**config.mk**
```make
export PLATFORM = sky130hd
export DESIGN_NAME = ddr_cmd_interval_guard
export DESIGN_NICKNAME = d
export VERILOG_FILES = /design/src/rtl/ddr_guard_pkg.sv /design/src/rtl/ddr_guard_regs.sv /design/src/rtl/ddr_guard_window.sv /design/src/rtl/ddr_guard_gate.sv /design/src/rtl/ddr_cmd_interval_guard.sv
export SDC_FILE = /design/constraint.sdc
export NUM_CORES = 1
export LEC_CHECK = 0
export BUFFER_PORTS_ARGS = -buffer_cell sky130_fd_sc_hd__buf_2
export CAP_MARGIN = 5
export CORE_AREA = 2 2 96 98
export DETAILED_ROUTE_END_ITERATION = 12
export DIE_AREA = 0 0 98 100
export GPL_ROUTABILITY_DRIVEN = 0
export PLACE_DENSITY = 0.52
export SYNTH_ARGS = -nofsm -noshare
export SYNTH_HDL_FRONTEND = slang
export SYNTH_SLANG_ARGS = --single-unit
```
**constraint.sdc**
```tcl
create_clock -name clk -period 2.6 [get_ports clk]
set_clock_uncertainty 0.1 [all_clocks]
set_input_delay 0.39 -clock clk [delete_from_list [all_inputs] [get_ports clk]]
set_output_delay 0.39 -clock clk [all_outputs]
set_load 0.05 [all_outputs]
```
**src/rtl/ddr_guard_pkg.sv**
```systemverilog
package ddr_guard_pkg;

    localparam int WORD_W    = 32;
    localparam int CMD_W     = 3;
    localparam int XSNR_W    = 7;
    localparam int XSRD_W    = 8;
    localparam int RTP_W     = 3;
    localparam int CKE_W     = 5;
    localparam int XSNR_LSB  = 16;
    localparam int XSRD_LSB  = 8;
    localparam int RTP_LSB   = 5;
    localparam int CKE_LSB   = 0;

    typedef enum logic [CMD_W-1:0] {
        CMD_SR_EXIT   = 3'd0,
        CMD_READ      = 3'd1,
        CMD_PRECHARGE = 3'd2,
        CMD_OTHER     = 3'd3,
        CMD_CKE       = 3'd4
    } cmd_e;

    typedef struct packed {
        logic [XSNR_W-1:0] xsnr;
        logic [XSRD_W-1:0] xsrd;
        logic [RTP_W-1:0]  rtp;
        logic [CKE_W-1:0]  cke;
    } timing_t;

    typedef struct packed {
        logic sr_exit;
        logic rd;
        logic pre;
        logic oth;
        logic cke;
    } cmd_dec_t;

    localparam timing_t TIMING_RST = '{xsnr: 7'h1D, xsrd: 8'hF1, rtp: 3'h2, cke: 5'h05};

    function automatic timing_t unpack_timing(input logic [WORD_W-1:0] w);
        timing_t t;
        t.xsnr = w[XSNR_LSB +: XSNR_W];
        t.xsrd = w[XSRD_LSB +: XSRD_W];
        t.rtp  = w[RTP_LSB  +: RTP_W];
        t.cke  = w[CKE_LSB  +: CKE_W];
        return t;
    endfunction

    function automatic logic [WORD_W-1:0] pack_timing(input timing_t t);
        logic [WORD_W-1:0] w;
        w = '0;
        w[XSNR_LSB +: XSNR_W] = t.xsnr;
        w[XSRD_LSB +: XSRD_W] = t.xsrd;
        w[RTP_LSB  +: RTP_W]  = t.rtp;
        w[CKE_LSB  +: CKE_W]  = t.cke;
        return w;
    endfunction

    function automatic cmd_dec_t decode_cmd(input logic [CMD_W-1:0] c);
        cmd_dec_t d;
        d = '0;
        case (c)
            CMD_SR_EXIT:   d.sr_exit = 1'b1;
            CMD_READ:      d.rd      = 1'b1;
            CMD_PRECHARGE: d.pre     = 1'b1;
            CMD_CKE:       d.cke     = 1'b1;
            default:       d.oth     = 1'b1;
        endcase
        return d;
    endfunction

endpackage

```
**src/rtl/ddr_guard_regs.sv**
```systemverilog
module ddr_guard_regs
    import ddr_guard_pkg::*;
(
    input  logic              clk,
    input  logic              rst,
    input  logic              unlock,
    input  logic              wr_en,
    input  logic [WORD_W-1:0] wr_data,
    output timing_t           timing,
    output logic [WORD_W-1:0] rd_data
);

    timing_t timing_q;

    always_ff @(posedge clk) begin
        if (rst) begin
            timing_q <= TIMING_RST;
        end else if (wr_en && unlock) begin
            timing_q <= unpack_timing(wr_data);
        end
    end

    assign timing  = timing_q;
    assign rd_data = pack_timing(timing_q);

    // reset leaves the documented default word
    a_r1_reset_value: assert property (@(posedge clk)
        rst |=> (timing_q == TIMING_RST));

    // a write without unlock is dropped
    a_r3_locked_write_ignored: assert property (@(posedge clk) disable iff (rst)
        !(wr_en && unlock) |=> $stable(timing_q));

    // an unlocked write lands in the fields
    a_r2_unlocked_write_lands: assert property (@(posedge clk) disable iff (rst)
        (wr_en && unlock) |=> (rd_data[XSNR_LSB+XSNR_W-1:0] == $past(wr_data[XSNR_LSB+XSNR_W-1:0])));

endmodule

```
**src/rtl/ddr_guard_window.sv**
```systemverilog
module ddr_guard_window #(
    parameter int W = 8
) (
    input  logic         clk,
    input  logic         rst,
    input  logic         load,
    input  logic [W-1:0] load_val,
    output logic         busy
);

    logic [W-1:0] cnt_q;

    always_ff @(posedge clk) begin
        if (rst) begin
            cnt_q <= '0;
        end else if (load) begin
            cnt_q <= load_val;
        end else if (cnt_q != '0) begin
            cnt_q <= cnt_q - W'(1);
        end
    end

    assign busy = (cnt_q != '0);

    // a window takes the field value present at its trigger
    a_r9_load_captures_value: assert property (@(posedge clk) disable iff (rst)
        load |=> (cnt_q == $past(load_val)));

    // a running window drops by one each cycle until reloaded
    a_r5_window_counts_down: assert property (@(posedge clk) disable iff (rst)
        (!load && cnt_q != '0) |=> ((cnt_q + W'(1)) == $past(cnt_q)));

    // an idle window stays idle without a trigger
    a_r10_idle_stays_idle: assert property (@(posedge clk) disable iff (rst)
        (!load && cnt_q == '0) |=> !busy);

endmodule

```
**src/rtl/ddr_guard_gate.sv**
```systemverilog
module ddr_guard_gate
    import ddr_guard_pkg::*;
(
    input  logic     req_valid,
    input  cmd_dec_t dec,
    input  logic     xsnr_busy,
    input  logic     xsrd_busy,
    input  logic     rtp_busy,
    input  logic     cke_busy,
    output logic     grant,
    output logic     stall,
    output logic     ld_xsnr,
    output logic     ld_xsrd,
    output logic     ld_rtp,
    output logic     ld_cke
);

    logic permit;

    always_comb begin
        permit = 1'b1;
        if (dec.sr_exit) permit = !cke_busy;
        if (dec.rd)      permit = !xsrd_busy;
        if (dec.pre)     permit = !xsnr_busy && !rtp_busy;
        if (dec.oth)     permit = !xsnr_busy;
        if (dec.cke)     permit = !cke_busy;
    end

    assign grant   = req_valid && permit;
    assign stall   = req_valid && !permit;
    assign ld_xsnr = grant && dec.sr_exit;
    assign ld_xsrd = grant && dec.sr_exit;
    assign ld_rtp  = grant && dec.rd;
    assign ld_cke  = grant && (dec.sr_exit || dec.cke);

endmodule

```
**src/rtl/ddr_cmd_interval_guard.sv**
```systemverilog
module ddr_cmd_interval_guard
    import ddr_guard_pkg::*;
(
    input  logic        clk,
    input  logic        rst,
    input  logic        cfg_unlock,
    input  logic        cfg_wr_en,
    input  logic [31:0] cfg_wr_data,
    output logic [31:0] cfg_rd_data,
    input  logic        req_valid,
    input  logic [2:0]  req_cmd,
    output logic        grant,
    output logic        stall
);

    timing_t  timing;
    cmd_dec_t dec;
    logic     xsnr_busy, xsrd_busy, rtp_busy, cke_busy;
    logic     ld_xsnr, ld_xsrd, ld_rtp, ld_cke;

    assign dec = decode_cmd(req_cmd);

    ddr_guard_regs regs_i (
        .clk     (clk),
        .rst     (rst),
        .unlock  (cfg_unlock),
        .wr_en   (cfg_wr_en),
        .wr_data (cfg_wr_data),
        .timing  (timing),
        .rd_data (cfg_rd_data)
    );

    ddr_guard_window #(.W(XSNR_W)) win_xsnr_i (
        .clk (clk), .rst (rst), .load (ld_xsnr), .load_val (timing.xsnr), .busy (xsnr_busy)
    );

    ddr_guard_window #(.W(XSRD_W)) win_xsrd_i (
        .clk (clk), .rst (rst), .load (ld_xsrd), .load_val (timing.xsrd), .busy (xsrd_busy)
    );

    ddr_guard_window #(.W(RTP_W)) win_rtp_i (
        .clk (clk), .rst (rst), .load (ld_rtp), .load_val (timing.rtp), .busy (rtp_busy)
    );

    ddr_guard_window #(.W(CKE_W)) win_cke_i (
        .clk (clk), .rst (rst), .load (ld_cke), .load_val (timing.cke), .busy (cke_busy)
    );

    ddr_guard_gate gate_i (
        .req_valid (req_valid),
        .dec       (dec),
        .xsnr_busy (xsnr_busy),
        .xsrd_busy (xsrd_busy),
        .rtp_busy  (rtp_busy),
        .cke_busy  (cke_busy),
        .grant     (grant),
        .stall     (stall),
        .ld_xsnr   (ld_xsnr),
        .ld_xsrd   (ld_xsrd),
        .ld_rtp    (ld_rtp),
        .ld_cke    (ld_cke)
    );

    // answers only to a valid request, and exactly one of them
    a_r4_idle_quiet: assert property (@(posedge clk) disable iff (rst)
        !req_valid |-> (!grant && !stall));
    a_r4_one_answer: assert property (@(posedge clk) disable iff (rst)
        req_valid |-> (grant != stall));

    // no non-read command right after a self-refresh exit with a nonzero field
    a_r5_no_other_after_exit: assert property (@(posedge clk) disable iff (rst)
        (grant && req_cmd == 3'd0 && timing.xsnr != '0) |=> !(grant && req_cmd == 3'd3));

    // no read right after a self-refresh exit with a nonzero field
    a_r6_no_read_after_exit: assert property (@(posedge clk) disable iff (rst)
        (grant && req_cmd == 3'd0 && timing.xsrd != '0) |=> !(grant && req_cmd == 3'd1));

    // no precharge right after a read with a nonzero field
    a_r7_no_pre_after_read: assert property (@(posedge clk) disable iff (rst)
        (grant && req_cmd == 3'd1 && timing.rtp != '0) |=> !(grant && req_cmd == 3'd2));

    // clock-enable transitions are never back to back with a nonzero field
    a_r8_cke_spacing: assert property (@(posedge clk) disable iff (rst)
        (grant && (req_cmd == 3'd4 || req_cmd == 3'd0) && timing.cke != '0)
            |=> !(grant && (req_cmd == 3'd4 || req_cmd == 3'd0)));

endmodule

```
==> results of run 1 <==
-- how the worst min path moves through the flow --
stage	startpoint	to	slack, ps	cells past startpoint
2_1_floorplan	cfg_wr_data[0]	regs_i.rd_data[0]	410	2
3_3_place_gp	regs_i.rd_data[5]	regs_i.rd_data[5]	360	2
3_5_place_dp	regs_i.rd_data[5]	regs_i.rd_data[5]	360	2
4_1_cts	cfg_wr_data[14]	regs_i.rd_data[14]	190	3
5_1_grt	cfg_wr_data[13]	regs_i.rd_data[13]	190	3
6_report	cfg_wr_data[16]	regs_i.rd_data[16]	200	3
-- registers in the layout (all words and copies together), names as in the netlist --
register / flops
regs_i.rd_data: 23
win_cke_i.cnt_q: 5
win_xsrd_i.cnt_q: 8
win_xsnr_i.cnt_q: 7
win_rtp_i.cnt_q: 3
-- synthesized netlist by cell type (2+ instances only) --
library cell,number
sky130_fd_sc_hd__nand2_1,65
sky130_fd_sc_hd__o21a_1,2
sky130_fd_sc_hd__ha_1,8
sky130_fd_sc_hd__o22ai_1,2
sky130_fd_sc_hd__mux2_2,8
sky130_fd_sc_hd__a211o_1,2
sky130_fd_sc_hd__or3_1,2
sky130_fd_sc_hd__nor2_1,17
sky130_fd_sc_hd__nor3_1,6
sky130_fd_sc_hd__buf_4,9
sky130_fd_sc_hd__nand3_1,2
sky130_fd_sc_hd__dfxtp_1,46
sky130_fd_sc_hd__nor2b_1,15
sky130_fd_sc_hd__clkbuf_1,12
sky130_fd_sc_hd__inv_1,11
sky130_fd_sc_hd__nand2b_1,13
sky130_fd_sc_hd__o21ai_0,4
sky130_fd_sc_hd__and2_1,2
sky130_fd_sc_hd__xnor2_1,10
sky130_fd_sc_hd__a211oi_1,2
sky130_fd_sc_hd__mux2i_1,10
sky130_fd_sc_hd__nand3b_1,12
sky130_fd_sc_hd__a21o_1,2
sky130_fd_sc_hd__mux2_4,4
sky130_fd_sc_hd__a21oi_1,17
-- metal layers --
layer / vias to the layer above / track usage [%]
met5: - / 0
met4: 0 / 3.21
met3: 4 / 2.37
met2: 50 / 17.8
met1: 942 / 15.6
li1: 1105 / -
-- power groups by stage --
stage	clock network [µW]	registers, µW	logic (µW)
after global placement	0	1040	1480
final	488	1040	1610
after CTS	508	1040	1530
after floorplan	0	1080	1130
after detailed placement	0	1050	1490
after global routing	537	1060	1800
-- stage by stage --
step	worst slack, ps	utilization [%]	hold WS, ps	cell area, µm²	std cells
6_report	164	34.9	196	3100	474
5_1_grt	-19.9	34.9	193	3100	474
4_1_cts	-3.03	34.4	188	3060	469
3_5_place_dp	231	33.0	358	2930	461
3_3_place_gp	228	33.0	355	2930	461
2_1_floorplan	98.3	-	414	2580	311
-- logic make-up after synthesis --
kind of cell,Yosys count,synth area share [%]
other cells,1,0.147
xor+xnor,11,3.79
mux,22,9.84
simple gates,142,28.5
flops,46,36.2
compound gates,39,10.5
fa+ha+maj,8,3.94
buf+inv,34,6.99
-- critical path, delay by kind of cell (launching register included) --
kind	cells	cell delay [ps]
simple gates	3	510
buf+inv	2	260
flops	1	350
fa+ha+maj	1	180
compound gates	2	340
-- final cells by class --
cell class / instances / area, µm²
Clock buffer: 7 / 96.3
Tap cell: 111 / 139
Fill cell: 947 / 5790
Multi-Input combinational cell: 231 / 1500
Sequential cell: 46 / 921
Inverter: 11 / 41.3
Timing Repair Buffer: 67 / 399
Clock inverter: 1 / 8.76
-- repair_timing --
| item | CTS | global route |
|---|---|---|
| endpoints found under the setup margin | 2 | 2 |
| resized for setup | 5 | 4 |
| setup buffers | 0 | 5 |
| pin swaps | 0 | 1 |
==> reports/qor.txt, run 1 <==
OUTCOME
----------------------------------------------------------------------------------------------------
Run status                                                                              finished, final reports clean

SYNTH
----------------------------------------------------------------------------------------------------
Cells after synthesis                                                                            303
Commonest register cell after synthesis                                                 sky130_fd_sc_hd__dfxtp_1
Number of unique standard cell types used by synthesis                                            45
Cell area after technology mapping                                                       0.00254 mm²
Sequential-to-total area share from yosys stat                                                 36.2%
Warning count from the yosys run                                                                   0
Number of enable-type register cells in the synthesized netlist                                    0
Average size of a mapped cell                                                               8.39 µm²
Library cell with the largest summed area after synthesis                               sky130_fd_sc_hd__dfxtp_1
Synth async-reset ratio                                                                           0%
Number of storage elements in the synthesis netlist                                               46
Dominant cells by area after synthesis                                                  sky130_fd_sc_hd__dfxtp_1, sky130_fd_sc_hd__nand2_1, sky130_fd_sc_hd__ha_1, sky130_fd_sc_hd__mux2i_1, sky130_fd_sc_hd__nor2b_1
Share of Yosys cell area claimed by the top area cell type                                     36.2%

PWR
----------------------------------------------------------------------------------------------------
Leakage power summed over all cells                                                       0.00133 µW
Power, Total                                                                                 3130 µW
Switching share of power                                                                       38.7%
Maximum VDD drop                                                                              304 µV
Power per Cell Area                                                                      1010 mW/mm²
Internal portion of total power                                                              1920 µW
Seq pwr share                                                                                  33.2%
Net load switching power                                                                     1210 µW
Relative contribution of the clock network to total power                                      15.6%
Combinational cell fraction of total power                                                     51.3%

ROUTE
----------------------------------------------------------------------------------------------------
Wirelength per Cell                                                                          11.5 µm
First-iteration detailed-routing DRC count                                                       116
Length of the first detailed-routing pass in iterations                                            4
Met3 Wirelength                                                                               286 µm
Vias post-DR                                                                                   2,101
Vias per cell                                                                                   4.43
Overall routed net length                                                                    5460 µm
Wire length on met1                                                                          2770 µm
Post-route ant nets                                                                                0
Topmost layer with routed signal wires                                                          met4
DRC violation count after routing                                                                  0
Amount of wire on met2 after detailed routing                                                2350 µm

CLOCK NETWORK
----------------------------------------------------------------------------------------------------
Clk_lat worst skew                                                                            300 ps
Clock-pin slew reported for the worst setup and hold paths after clock tree synthesis          90 ps
Clk buf depth                                                                                      2
Clock tree from TritonCTS                                                                        yes
Clock tree root buffer cell                                                             sky130_fd_sc_hd__clkbuf_8
Clock sink total                                                                                  46
H-tree depth reported by CTS                                                                       2
Hold-fix buffer count after cts                                                                    0
Inserted Clock Buffers                                                                             5

STA
----------------------------------------------------------------------------------------------------
Setup_tns                                                                                       0 ps
Transition at the pin with the smallest max-transition slack                                  835 ps
Time the worst path needs with I/O delays and setup                                          2440 ps
Final setup violation count                                                                        0
Number of pins with negative max-slew slack in the final report                                    0
FMAX                                                                                         411 MHz
Relative slew slack                                                                            44.2%
Tcrit/Tclk final                                                                               93.7%
RSZ-0062 raised after global routing                                                            true
Final hold violation count                                                                         0

CRITICAL PATH
----------------------------------------------------------------------------------------------------
Startpoint of the most critical setup path                                              win_xsrd_i.cnt_q[1]
Critical R2R Launch                                                                     win_xsrd_i.cnt_q[1]
Library cell contributing the largest single delay on the critical path                 sky130_fd_sc_hd__dfxtp_1
Sort of element at the end of the critical path                                           output pin
Maximum fanout along the worst path                                                                4
Worst R2R End                                                                           win_xsrd_i.cnt_q[6]
WP data arrival                                                                              1950 ps
CP cell instances                                                                       inv_1 > ha_1 > nor3b_4 > and2_4 > nand2_1 > a21oi_2 > o21a_1 > buf_6
Worst endpoint required time                                                                 2110 ps
Number of cells on the worst reg-to-reg path                                                       9
Setup CP Type                                                                                reg2out
Timing endpoint of the critical path                                                           grant
Startpoint kind of the worst setup timing path                                                  flop
Setup slack of the most critical reg-to-reg path                                              240 ps
Critical path's largest stage delay                                                           350 ps

FINISH
----------------------------------------------------------------------------------------------------
Layout area overhead                                                                           22.1%
Most common library cell in the layout ignoring fill and taps                           sky130_fd_sc_hd__nand2_1
Fraction of layout cells with a size suffix above 1                                            27.5%
Diode count                                                                                        0
NumNets Final                                                                                    410
Highest-count cells in the layout ignoring fill and taps                                sky130_fd_sc_hd__nand2_1, sky130_fd_sc_hd__buf_2, sky130_fd_sc_hd__dfxtp_1

FLOORPLANNING
----------------------------------------------------------------------------------------------------
Die width                                                                                      98 µm
Total die area                                                                           0.00980 mm²
Starting Density                                                                               28.6%
Placement Rows                                                                                    35
IO Count                                                                                          74
Floorplan die height                                                                          100 µm
Area of the core                                                                         0.00889 mm²

GRT
----------------------------------------------------------------------------------------------------
Sum of overflow across all layers after global routing                                             0
Via count of the first global-routing pass                                                     1,943
Global-route wire length before repair                                                       9170 µm
Pin count of the biggest net entering global routing                                              42
Number of antenna violations at the first check in global routing                                  0
Tot GR Track Use                                                                               11.3%

HOLD PATH
----------------------------------------------------------------------------------------------------
Worst hold path type                                                                          in2reg

PLACED DESIGN
----------------------------------------------------------------------------------------------------
Detailed-placement wirelength estimate                                                       4060 µm
Count of buffers inserted at the top-level ports                                                  55

JOB
----------------------------------------------------------------------------------------------------
Max-capacitance violation count                                                                    0

No activity file was read; power rests on OpenSTA's default activity.
==> run 2: changes to the inputs <==
- MAX_ROUTING_LAYER: unset -> met4
==> reports/qor.txt, run 2 (same netlist as run 1, synthesis figures left out) <==
OUTCOME
----------------------------------------------------------------------------------------------------
Run status                                                                              finished, final reports clean

ROUTE
----------------------------------------------------------------------------------------------------
Vias per cell                                                                                   4.43
Vias post-DR                                                                                   2,100
Amount of wire on met2 after detailed routing                                                2350 µm
Topmost layer with routed signal wires                                                          met4
Wirelength per Cell                                                                          11.5 µm
First-iteration detailed-routing DRC count                                                       115
Wire length on met1                                                                          2760 µm
DRC violation count after routing                                                                  0
Length of the first detailed-routing pass in iterations                                            4
Post-route ant nets                                                                                0
Met3 Wirelength                                                                               285 µm
Overall routed net length                                                                    5450 µm

STA
----------------------------------------------------------------------------------------------------
Final hold violation count                                                                         0
Tcrit/Tclk final                                                                               93.7%
RSZ-0062 raised after global routing                                                            true
Final setup violation count                                                                        0
FMAX                                                                                         411 MHz
Setup_tns                                                                                       0 ps
Transition at the pin with the smallest max-transition slack                                  832 ps
Number of pins with negative max-slew slack in the final report                                    0
Relative slew slack                                                                            44.4%
Time the worst path needs with I/O delays and setup                                          2440 ps

GRT
----------------------------------------------------------------------------------------------------
Pin count of the biggest net entering global routing                                              42
Tot GR Track Use                                                                               11.6%
Global-route wire length before repair                                                       9180 µm
Via count of the first global-routing pass                                                     1,941
Number of antenna violations at the first check in global routing                                  0
Sum of overflow across all layers after global routing                                             0

PLACED DESIGN
----------------------------------------------------------------------------------------------------
Detailed-placement wirelength estimate                                                       4060 µm
Placed cell area                                                                         0.00293 mm²
Count of buffers inserted at the top-level ports                                                  55

FLOORPLANNING
----------------------------------------------------------------------------------------------------
Floorplan die height                                                                          100 µm
IO Count                                                                                          74
Total die area                                                                           0.00980 mm²
Starting Density                                                                               28.6%
Area of the core                                                                         0.00889 mm²
Die width                                                                                      98 µm
Placement Rows                                                                                    35

CLOCK NETWORK
----------------------------------------------------------------------------------------------------
Clock tree root buffer cell                                                             sky130_fd_sc_hd__clkbuf_8
Clk buf depth                                                                                      2
Hold-fix buffer count after cts                                                                    0
Inserted Clock Buffers                                                                             5
Clk_lat worst skew                                                                            300 ps
Clock tree from TritonCTS                                                                        yes
H-tree depth reported by CTS                                                                       2
Clock-pin slew reported for the worst setup and hold paths after clock tree synthesis          90 ps
Clock sink total                                                                                  46

CRITICAL PATH
----------------------------------------------------------------------------------------------------
Setup CP Type                                                                                reg2out
CP cell instances                                                                       inv_1 > ha_1 > nor3b_4 > and2_4 > nand2_1 > a21oi_2 > o21a_1 > buf_6
Maximum fanout along the worst path                                                                4
Sort of element at the end of the critical path                                           output pin
Startpoint of the most critical setup path                                              win_xsrd_i.cnt_q[1]
CP Depth                                                                                           8
Critical path's largest stage delay                                                           350 ps
Critical R2R Launch                                                                     win_xsrd_i.cnt_q[1]
Number of cells on the worst reg-to-reg path                                                       9
WP data arrival                                                                              1950 ps
Library cell contributing the largest single delay on the critical path                 sky130_fd_sc_hd__dfxtp_1
Worst endpoint required time                                                                 2110 ps
Kind of cell adding the most delay to the critical path                                 simple AND/OR/NAND/NOR gates
Number of buffer and inverter instances along the worst setup path                                 2
Startpoint kind of the worst setup timing path                                                  flop

HOLD PATH
----------------------------------------------------------------------------------------------------
Hold path depth                                                                                    3
Worst hold path type                                                                          in2reg
Min-Delay Startpoint                                                                    cfg_wr_data[16]

FINISH
----------------------------------------------------------------------------------------------------
Fraction of layout cells with a size suffix above 1                                            27.5%
Largest register FFs                                                                              23
Total non-filler cell area in the finished layout                                        0.00310 mm²
Utilization of the core after routing                                                          34.9%
Diode count                                                                                        0
Layout area overhead                                                                           22.1%
Most common library cell in the layout ignoring fill and taps                           sky130_fd_sc_hd__nand2_1
Highest-count cells in the layout ignoring fill and taps                                sky130_fd_sc_hd__nand2_1, sky130_fd_sc_hd__buf_2, sky130_fd_sc_hd__dfxtp_1
NumNets Final                                                                                    410

PWR
----------------------------------------------------------------------------------------------------
Maximum VDD drop                                                                              304 µV
Power per Cell Area                                                                      1010 mW/mm²
Leakage power summed over all cells                                                       0.00133 µW
Power, Total                                                                                 3130 µW

JOB
----------------------------------------------------------------------------------------------------
Max-capacitance violation count                                                                    0

run 2: cell counts in the layout (fill, tap and decap cells not counted):
Identical to the previous run, type by type.
run 2: routing by layer:
metal / GRT usage [%] / up-vias
li1: - / 1105
met2: 17.8 / 50
met5: - / -
met4: 3.21 / 0
met3: 2.37 / 4
met1: 15.6 / 941
run 2: through the flow:
stage / std cells / hold slack [ps] / setup WS (ps)
2_1_floorplan: 311 / 414 / 98.3
3_3_place_gp: 461 / 355 / 228
3_5_place_dp: 461 / 358 / 231
4_1_cts: 469 / 188 / -3.03
5_1_grt: 474 / 193 / -19.9
6_report: 474 / 196 / 164
run 2: area by class of cell:
class                   instances  area (µm²)
clock inverters                 1        8.76
fillers                       947        5790
inverters                      11        41.3
well taps                     111         139
repair buffers                 67         399
clock buffers                   7        96.3
multi-input cells             231        1500
flip-flops and latches         46         921
run 2: final timing paths:
kind,endpoint,slack [ps]
worst max-delay path,grant,160
worst min-delay path,regs_i.rd_data[16],200
worst max register to register,win_xsrd_i.cnt_q[6],240
worst min register to register,regs_i.rd_data[5],370
run 2: where the power goes:
part           total (µW)  internal (µW)  switching [µW]
sequential           1040            881             157
combinational        1610            795             811
clock                 488            244             244
total                3130           1920            1210
run 2: worst min-delay path, delay by kind of cell:
family	cells	cell delay, ps
and+or+nand+nor	2	110
buffers and inverters	1	80
run 2: what timing repair did:
item                       in CTS  in global routing
pin swaps                       0                  1
gates resized for setup         5                  4
setup buffers                   0                  5
setup endpoints to repair       2                  2
cloned                          0                  0
